==> config.mk <==
export PLATFORM = sky130hd
export DESIGN_NAME = spi_cmd_port
export DESIGN_NICKNAME = d
export VERILOG_FILES = /design/src/rtl/spi_cmd_pkg.sv /design/src/rtl/spi_sync_vec.sv /design/src/rtl/spi_frame_shifter.sv /design/src/rtl/spi_irq_hold.sv /design/src/rtl/spi_cmd_port.sv
export SDC_FILE = /design/constraint.sdc
export NUM_CORES = 1
export LEC_CHECK = 0
export ABC_CLOCK_PERIOD_IN_PS = 2300
export CORE_UTILIZATION = 54
export DETAILED_ROUTE_END_ITERATION = 10
export GPL_ROUTABILITY_DRIVEN = 0
export PLACE_DENSITY_LB_ADDON = 0.1
export SETUP_SLACK_MARGIN = 0.2
export SLEW_MARGIN = 20
export SYNTH_ARGS = -nofsm -noshare
export SYNTH_HDL_FRONTEND = slang
export SYNTH_HIERARCHICAL = 1
export SYNTH_SLANG_ARGS = --single-unit
==> constraint.sdc <==
create_clock -name clk -period 2.3 [get_ports clk]
set_clock_uncertainty 0.1 [all_clocks]
set_input_delay 0.46 -clock clk [delete_from_list [all_inputs] [get_ports clk]]
set_output_delay 0.46 -clock clk [all_outputs]
set_load 0.005 [all_outputs]
==> src/rtl/spi_cmd_pkg.sv <==
package spi_cmd_pkg;
  localparam int CTRL_W = 8;
  localparam int ADDR_W = 16;
  localparam int FRAME_W = CTRL_W + ADDR_W;
  localparam int STAT_W = 2 + ADDR_W;
  localparam int PAD_W = FRAME_W - STAT_W;

  typedef struct packed {
    logic       cue;
    logic       record;
    logic       run;
    logic       use_addr;
    logic [3:0] aux;
  } ctrl_t;
endpackage

==> src/rtl/spi_sync_vec.sv <==
module spi_sync_vec #(
  parameter int W = 3,
  parameter int STAGES = 2,
  parameter logic [W-1:0] RST_VAL = '0
) (
  input  logic         clk,
  input  logic         rst_n,
  input  logic [W-1:0] d,
  output logic [W-1:0] q
);
  logic [W-1:0] stage [STAGES];

  always_ff @(posedge clk or negedge rst_n) begin
    if (!rst_n) stage[0] <= RST_VAL;
    else        stage[0] <= d;
  end

  for (genvar i = 1; i < STAGES; i++) begin : g_stage
    always_ff @(posedge clk or negedge rst_n) begin
      if (!rst_n) stage[i] <= RST_VAL;
      else        stage[i] <= stage[i-1];
    end
  end

  assign q = stage[STAGES-1];
endmodule

==> src/rtl/spi_frame_shifter.sv <==
module spi_frame_shifter #(
  parameter int FRAME_W = 24,
  localparam int CNT_W = $clog2(FRAME_W + 2)
) (
  input  logic               clk,
  input  logic               rst_n,
  input  logic               cs_fall,
  input  logic               cs_rise,
  input  logic               cs_active,
  input  logic               sclk_rise,
  input  logic               sclk_fall,
  input  logic               mosi,
  input  logic [FRAME_W-1:0] status_word,
  output logic               miso_bit,
  output logic               frame_ok,
  output logic [FRAME_W-1:0] rx_word,
  output logic [CNT_W-1:0]   bit_cnt
);
  localparam logic [CNT_W-1:0] FULL = CNT_W'(FRAME_W);
  localparam logic [CNT_W-1:0] OVER = CNT_W'(FRAME_W + 1);

  logic [FRAME_W-1:0] rx_q, tx_q;
  logic [CNT_W-1:0]   cnt_q;

  always_ff @(posedge clk or negedge rst_n) begin
    if (!rst_n) begin
      rx_q  <= '0;
      tx_q  <= '0;
      cnt_q <= '0;
    end else if (cs_fall) begin
      cnt_q <= '0;
      tx_q  <= status_word;
    end else if (cs_active) begin
      if (sclk_rise) begin
        rx_q <= {rx_q[FRAME_W-2:0], mosi};
        if (cnt_q != OVER) cnt_q <= cnt_q + 1'b1;
      end
      if (sclk_fall) tx_q <= {tx_q[FRAME_W-2:0], 1'b0};
    end
  end

  assign miso_bit = tx_q[FRAME_W-1];
  assign frame_ok = cs_rise && (cnt_q == FULL);
  assign rx_word  = rx_q;
  assign bit_cnt  = cnt_q;
endmodule

==> src/rtl/spi_irq_hold.sv <==
module spi_irq_hold (
  input  logic clk,
  input  logic rst_n,
  input  logic set_ovf,
  input  logic set_eom,
  input  logic clr,
  output logic ovf,
  output logic eom
);
  always_ff @(posedge clk or negedge rst_n) begin
    if (!rst_n) begin
      ovf <= 1'b0;
      eom <= 1'b0;
    end else begin
      ovf <= set_ovf | (ovf & ~clr);
      eom <= set_eom | (eom & ~clr);
    end
  end
endmodule

==> src/rtl/spi_cmd_port.sv <==
module spi_cmd_port
  import spi_cmd_pkg::*;
#(
  parameter int SYNC_STAGES = 2
) (
  input  logic              clk,
  input  logic              rst_n,
  input  logic              spi_sclk,
  input  logic              spi_mosi,
  input  logic              spi_cs_n,
  output logic              spi_miso,
  output logic              miso_oe,
  output logic              irq_pull,
  input  logic [ADDR_W-1:0] seq_addr,
  input  logic              seq_ovf_evt,
  input  logic              seq_eom_evt,
  input  logic              seq_done,
  output logic              cmd_go,
  output logic              cmd_cue,
  output logic              cmd_record,
  output logic              cmd_run,
  output logic              cmd_use_addr,
  output logic [3:0]        cmd_aux,
  output logic [ADDR_W-1:0] cmd_addr,
  output logic              op_run
);
  localparam int CNT_W = $clog2(FRAME_W + 2);

  logic [2:0] pins_s;
  logic cs_s, sclk_s, mosi_s;
  logic cs_prev, sclk_prev;
  logic cs_fall, cs_rise, cs_active, sclk_rise, sclk_fall;
  logic flag_ovf, flag_eom;
  logic frame_ok;
  logic [FRAME_W-1:0] rx_word, status_word;
  logic [CNT_W-1:0] bit_cnt;
  ctrl_t ctrl_q, ctrl_new;
  logic [ADDR_W-1:0] addr_q;
  logic go_q, run_q;

  spi_sync_vec #(.W(3), .STAGES(SYNC_STAGES), .RST_VAL(3'b100)) u_sync (
    .clk(clk), .rst_n(rst_n),
    .d({spi_cs_n, spi_sclk, spi_mosi}),
    .q(pins_s)
  );

  assign cs_s   = pins_s[2];
  assign sclk_s = pins_s[1];
  assign mosi_s = pins_s[0];

  always_ff @(posedge clk or negedge rst_n) begin
    if (!rst_n) begin
      cs_prev   <= 1'b1;
      sclk_prev <= 1'b0;
    end else begin
      cs_prev   <= cs_s;
      sclk_prev <= sclk_s;
    end
  end

  assign cs_fall   = cs_prev & ~cs_s;
  assign cs_rise   = ~cs_prev & cs_s;
  assign cs_active = ~cs_s;
  assign sclk_rise = ~sclk_prev & sclk_s;
  assign sclk_fall = sclk_prev & ~sclk_s;

  spi_irq_hold u_irq (
    .clk(clk), .rst_n(rst_n),
    .set_ovf(seq_ovf_evt), .set_eom(seq_eom_evt), .clr(cs_fall),
    .ovf(flag_ovf), .eom(flag_eom)
  );

  assign status_word = {flag_ovf, flag_eom, seq_addr, {PAD_W{1'b0}}};

  spi_frame_shifter #(.FRAME_W(FRAME_W)) u_shift (
    .clk(clk), .rst_n(rst_n),
    .cs_fall(cs_fall), .cs_rise(cs_rise), .cs_active(cs_active),
    .sclk_rise(sclk_rise), .sclk_fall(sclk_fall), .mosi(mosi_s),
    .status_word(status_word),
    .miso_bit(spi_miso), .frame_ok(frame_ok),
    .rx_word(rx_word), .bit_cnt(bit_cnt)
  );

  assign ctrl_new = ctrl_t'(rx_word[FRAME_W-1 -: CTRL_W]);

  always_ff @(posedge clk or negedge rst_n) begin
    if (!rst_n) begin
      ctrl_q <= '0;
      addr_q <= '0;
      go_q   <= 1'b0;
      run_q  <= 1'b0;
    end else begin
      go_q <= frame_ok;
      if (frame_ok) begin
        ctrl_q <= ctrl_new;
        addr_q <= rx_word[ADDR_W-1:0];
        run_q  <= ctrl_new.run;
      end else if (seq_done) begin
        run_q <= 1'b0;
      end
    end
  end

  assign miso_oe      = cs_active;
  assign irq_pull     = flag_ovf | flag_eom;
  assign cmd_go       = go_q;
  assign cmd_cue      = ctrl_q.cue;
  assign cmd_record   = ctrl_q.record;
  assign cmd_run      = ctrl_q.run;
  assign cmd_use_addr = ctrl_q.use_addr;
  assign cmd_aux      = ctrl_q.aux;
  assign cmd_addr     = addr_q;
  assign op_run       = run_q;
endmodule

After elaboration in Yosys (flattened, before gate mapping)

Cells that the tools add are included.

ROM bits: 0
Memories: 0
Word-level logic and storage cells: 52
Bits of input ports: 24
Flip-flop bits (word level): 89
Latch bits: 0
RAM bits: 0
Output and inout bits: 29

Multiply operators: 0
$lt $le $gt $ge: 0
Muxes and demuxes: 9
Shift operators: 0
Divide/modulo/power cells: 0
$add $sub $neg: 1
Reductions and logical operators: 8
Equality and inequality tests: 3
Bitwise operators: 14

Operators by type and width:

| cell                                                                    | number |
|---|---|
| 24-bit 2-to-1 mux                                                       | 3 |
| 5-bit 2-to-1 mux                                                        | 4 |
| 2-bit nonzero test                                                      | 4 |
| 1-bit bitwise AND                                                       | 6 |
| 3-bit AND reduction                                                     | 2 |
| 5-bit by 1-bit adder with 5-bit output, second input constant           | 1 |
| 5-bit equality test, second input constant                              | 1 |
| 5-bit inequality test, second input constant                            | 1 |
| 1-bit NOT                                                               | 5 |
| 1-bit OR                                                                | 3 |
| 1-bit 2-to-1 mux                                                        | 2 |
| 2-bit by 1-bit inequality test with 1-bit output, second input constant | 1 |
| 2-bit AND reduction                                                     | 1 |
| 1-bit logical AND                                                       | 1 |

Logic depth before layout (Yosys ltp)

Word-level depth: 5
Mapped depth: 9
Gate-level depth less buffers: 6

Modules after synthesis

Netlist, hierarchy kept.

Modules (own cells, without submodules):

| module            | cells each | times used | area an instance (sq um) | sequential area each (sq um) |
|---|---|---|---|---|
| spi_frame_shifter | 191        | 1          | 2381.0                   | 1326.3 |
| spi_cmd_port      | 64         | 1          | 1139.8                   | 701.9 |
| spi_sync_vec      | 9          | 1          | 175.2                    | 152.6 |
| spi_irq_hold      | 5          | 1          | 68.8                     | 50.0 |

Worst setup path after synthesis

Ideal clock, no wire load.

Path type: register to register
From: reg u_sync.stage (netlist bit u_sync/q[2])
To: reg addr_q[10] (netlist: cmd_addr[10])
Buffers on the path: 3
Stages on the path, launching flop included: 9
Setup slack: 0.493 ns
Required time: 2.075 ns
Library setup time: 0.125 ns
Period minus slack after synthesis: 1.807 ns
Arrival time: 1.582 ns
Cell sequence: dfstp_2 buf_4 inv_1 nor2_1 nand4_1 nor2_1 buf_6 buf_12 mux2_4

Word-level cells in the longest chain between the ends: 2

Ends and longest elaborated chain:

| what                              | line                    | RTL |
|---|---|---|
| from (decl)                       | spi_sync_vec.sv:11      | `logic [W-1:0] stage [STAGES];` |
| from (signal, indexed assignment) | spi_sync_vec.sv:21      | `else stage[i] <= stage[i-1];` |
| 1-bit bitwise AND                 | spi_cmd_port.sv:62      | `assign cs_rise = ~cs_prev & cs_s;` |
| via cs_rise                       | spi_cmd_port.sv:32      | `logic cs_fall, cs_rise, cs_active, sclk_rise, sclk_fall;` |
| 1-bit logical AND                 | spi_frame_shifter.sv:43 | `assign frame_ok = cs_rise && (cnt_q == FULL);` |
| via frame_ok                      | spi_cmd_port.sv:34      | `logic frame_ok;` |
| to (signal assigned)              | spi_cmd_port.sv:96      | `addr_q <= rx_word[ADDR_W-1:0];` |
| to (decl)                         | spi_cmd_port.sv:38      | `logic [ADDR_W-1:0] addr_q;` |

The timed path passes the listed nets, and every way through them passes these cells.
A chain may end at the register's enable or synchronous reset.

Final worst setup path

From: reg u_irq.eom
To: out irq_pull

Word-level cells in the longest chain between the ends: 1

Ends and longest elaborated chain:

| what                   | line                | RTL |
|---|---|---|
| from (decl)            | spi_irq_hold.sv:8   | `output logic eom` |
| from (signal assigned) | spi_irq_hold.sv:16  | `eom <= set_eom \| (eom & ~clr);` |
| 1-bit OR               | spi_cmd_port.sv:105 | `assign irq_pull = flag_ovf \| flag_eom;` |
| to (decl)              | spi_cmd_port.sv:13  | `output logic irq_pull,` |

Every way passes these cells.

==> results.yml <==
pwr:
  p_comb_frac: 0.100
  ir_drop_mv: 0.422
  power_frac_clock: 0.316
  switching_share: 0.246
  p_int_mw: 2.30
  switchingPower_uw: 751
  power_density_mw_per_mm2: 671
  sequentialPowerShare: 0.584
  leakagePower_nw: 2.24
critical_path:
  worst-setup-path-type: "reg -> out"
  crit_fanout: 3
  cp-end-kind: "output pin"
  start_kind: "flip-flop"
  r2r_slack_ps: 480
  required_ps: 1740
  worstPathArrival_ps: 1480
clocking:
  clkLatencyLatePin_ps: 350
  path_clk_slew_ps: 80
  cts_tree: "yes"
  cts_inserted_buffers: 9
  cts_buffer_depth: 2
  htreeDepth: 3
  cts_sinks: 89
  cts_root_buf: "clkbuf_8"
floorplan:
  ios: 53
  start_util: 0.557
  core_area_sq_mm: 0.00676
  dieArea_sq_mm: 0.00731
  chipWidth_um: 85.5
  row_count: 30
  die_h_um: 85.5
synthesis:
  synthCells: 269
  synth_common_cells: "86 x dfrtp_1, 38 x mux2_4, 28 x nand2_1"
  avgSynthCellArea_sq_um: 14.0
  synth-edff-count: 0
  yosysSeqAreaShare: 0.593
  synthDistinctLibCells: 29
  synth_xor_area_frac: 0
  synth_most_common_cell: "dfrtp_1"
  synth_area_sq_mm: 0.00376
  yosys.area_share.simple: 0.0568
  synthDominantCellAreaShare: 0.572
  synth-seq-cells: 89
  synthAdderAreaFrac: 0.00997
  yosys_most_used_dff: "dfrtp_1"
  synthMuxAreaShare: 0.248
  synth_compound_area_frac: 0.0479
  synth-warning-count: 6
  async_reset_ff_frac: 1.00
  synth_top_area_cell: "dfrtp_1"
  synth_top_family_by_area: "multiplexers"
  synth.area.top_cells: "dfrtp_1 57%, mux2_4 15%, mux2i_1 6.4%, o21ai_0 3.3%, mux2_2 3.3%"
timing:
  period_share: 0.886
  final_hold_viol_count: 0
  setup_viol: 0
  tns_ps: 0
  finalMaxSlewViolations: 0
  clock.fmax_mhz: 491
  period_minus_slack_ps: 2040
  whs_ps: 254
  rsz0062_at_grt: "false"
detailed_routing:
  drtIter0Drc: 84
  drc_errors: 0
  post_drt_wl_per_cell_um: 14.0
  routed_via_density: 5.12
  final_antenna_net_count: 0
  routed_wl_um: 5770
  num_vias: 2110
  drt-pass1-iter-count: 4
cells_and_area:
  final_nets: 355
  multiInputGateArea_sq_mm: 0.00140
  postLayoutCoreUtil: 0.674
  diodes: 0
  area_growth_pct: 20.9
  stdcell_count: 412
  drive_above_1_share: 0.235
  fillCellCount: 490
  seqCellArea_sq_mm: 0.00223
  final_cell_area_sq_mm: 0.00455
global_route:
  grt_start_max_net_pins: 62
  grt_pass1_wl_um: 9960
  grtUsageTotal: 0.180
  met2_usage: 0.260
  antenna_found_initial: 0
  grt_util_met1: 0.250
  grt_overflow_total: 0
  met3_usage: 0.0452
  grt_pass1_vias: 2084
  grt_busiest_layer: "met2"
place:
  place_area_sq_mm: 0.00435
  dp_cells: 394
  io_buffers: 52
  hpwl_um: 3670
outcome:
  outcome: "finished clean"
run:
  maxCapViolations: 0
hold_path:
  hold_class: "reg -> reg"
[repair_timing]
action | in CTS | in global routing
endpoints found under the hold margin | 25 | 0
buffers inserted | 0 | 2
endpoints found under the setup margin | 0 | 2
hold buffers | 1 | 0
gates resized for setup | 0 | 1
[worst max-delay path, cell delays in order, from the launching register on]
cell             delay, ps
dfrtp_1                390
or2_2                  290
clkdlybuf4s50_1        440
[worst paths after layout]
path | startpoint | endpoint | depth (start not counted)
setup / recovery | u_irq/eom | irq_pull | 2
hold / removal | u_sync/stage[3] | u_sync/q[0] | 0
setup reg to reg | u_sync/q[2] | cmd_addr[8] | 6
hold reg to reg | u_sync/stage[3] | u_sync/q[0] | 0
max in group asynchronous | rst_n | cmd_addr[0] | 3
min in group asynchronous | rst_n | u_shift/tx_q[16] | 2
[per-layer routing]
layer,vias up,share of wire
li1,1024,-
met1,1031,0.50
met2,44,0.44
met3,11,0.040
met4,0,0.023
met5,-,0
[sequential cells by signal, summed over array words and instances, names as in the netlist, 3 cells and up]
register         cells
u_shift/tx_q        24
u_sync/q             3
u_shift/bit_cnt      5
cmd_aux              4
cmd_addr            16
u_sync/stage         3
u_shift/rx_word     24
[power by group through the flow]
stage                     sequential (mW)  clock (mW)  combinational, mW
after floorplan                      1.79           0              0.202
after global placement               1.81           0              0.298
after detailed placement             1.82           0              0.306
after CTS                            1.79       0.994              0.308
after global routing                 1.80        1.06              0.342
final                                1.78       0.963              0.305
[cells in the final DEF, fill, tap and decap left out, drive strengths merged, types with 2 or more instances in the layout]
| master | instances |
|---|---|
| buf | 8 |
| mux2i | 24 |
| nor2b | 3 |
| conb | 6 |
| nand3 | 2 |
| mux2 | 49 |
| o21ai | 25 |
| nand2 | 28 |
| clkbuf | 10 |
| a21o | 2 |
| clkdlybuf4s50 | 50 |
| dfstp | 3 |
| dfrtp | 86 |
| nor2 | 8 |
| ha | 3 |
| clkinv | 2 |
| or2 | 2 |
| inv | 7 |
| nand2b | 3 |
[kinds of logic (layout without fill, tap and decap cells)]
| logic type | count (synthesis) | in the layout |
|---|---|---|
| other cells | 1 | 6 |
| mux | 73 | 73 |
| flops | 89 | 89 |
| simple gates | 49 | 49 |
| fa+ha+maj | 3 | 3 |
| buf+inv | 22 | 80 |
| compound gates | 32 | 32 |
[metrics by stage]
step                      setup WS [ps]  power, mW
final                               262       3.05
after CTS                           232       3.09
after floorplan                     493       1.99
after global routing                195       3.20
after global placement              492       2.11
after detailed placement            453       2.12
[area by class of cell]
| cell class | count | area share |
|---|---|---|
| Multi-Input combinational cell | 163 | 0.308 |
| Sequential cell | 89 | 0.490 |
| Inverter | 5 | 0.00412 |
| Tap cell | 80 | 0.0220 |
| Clock inverter | 5 | 0.00852 |
| Timing Repair Buffer | 60 | 0.136 |
| Clock buffer | 10 | 0.0302 |
Note: power is estimated with default switching activity, not from simulation.
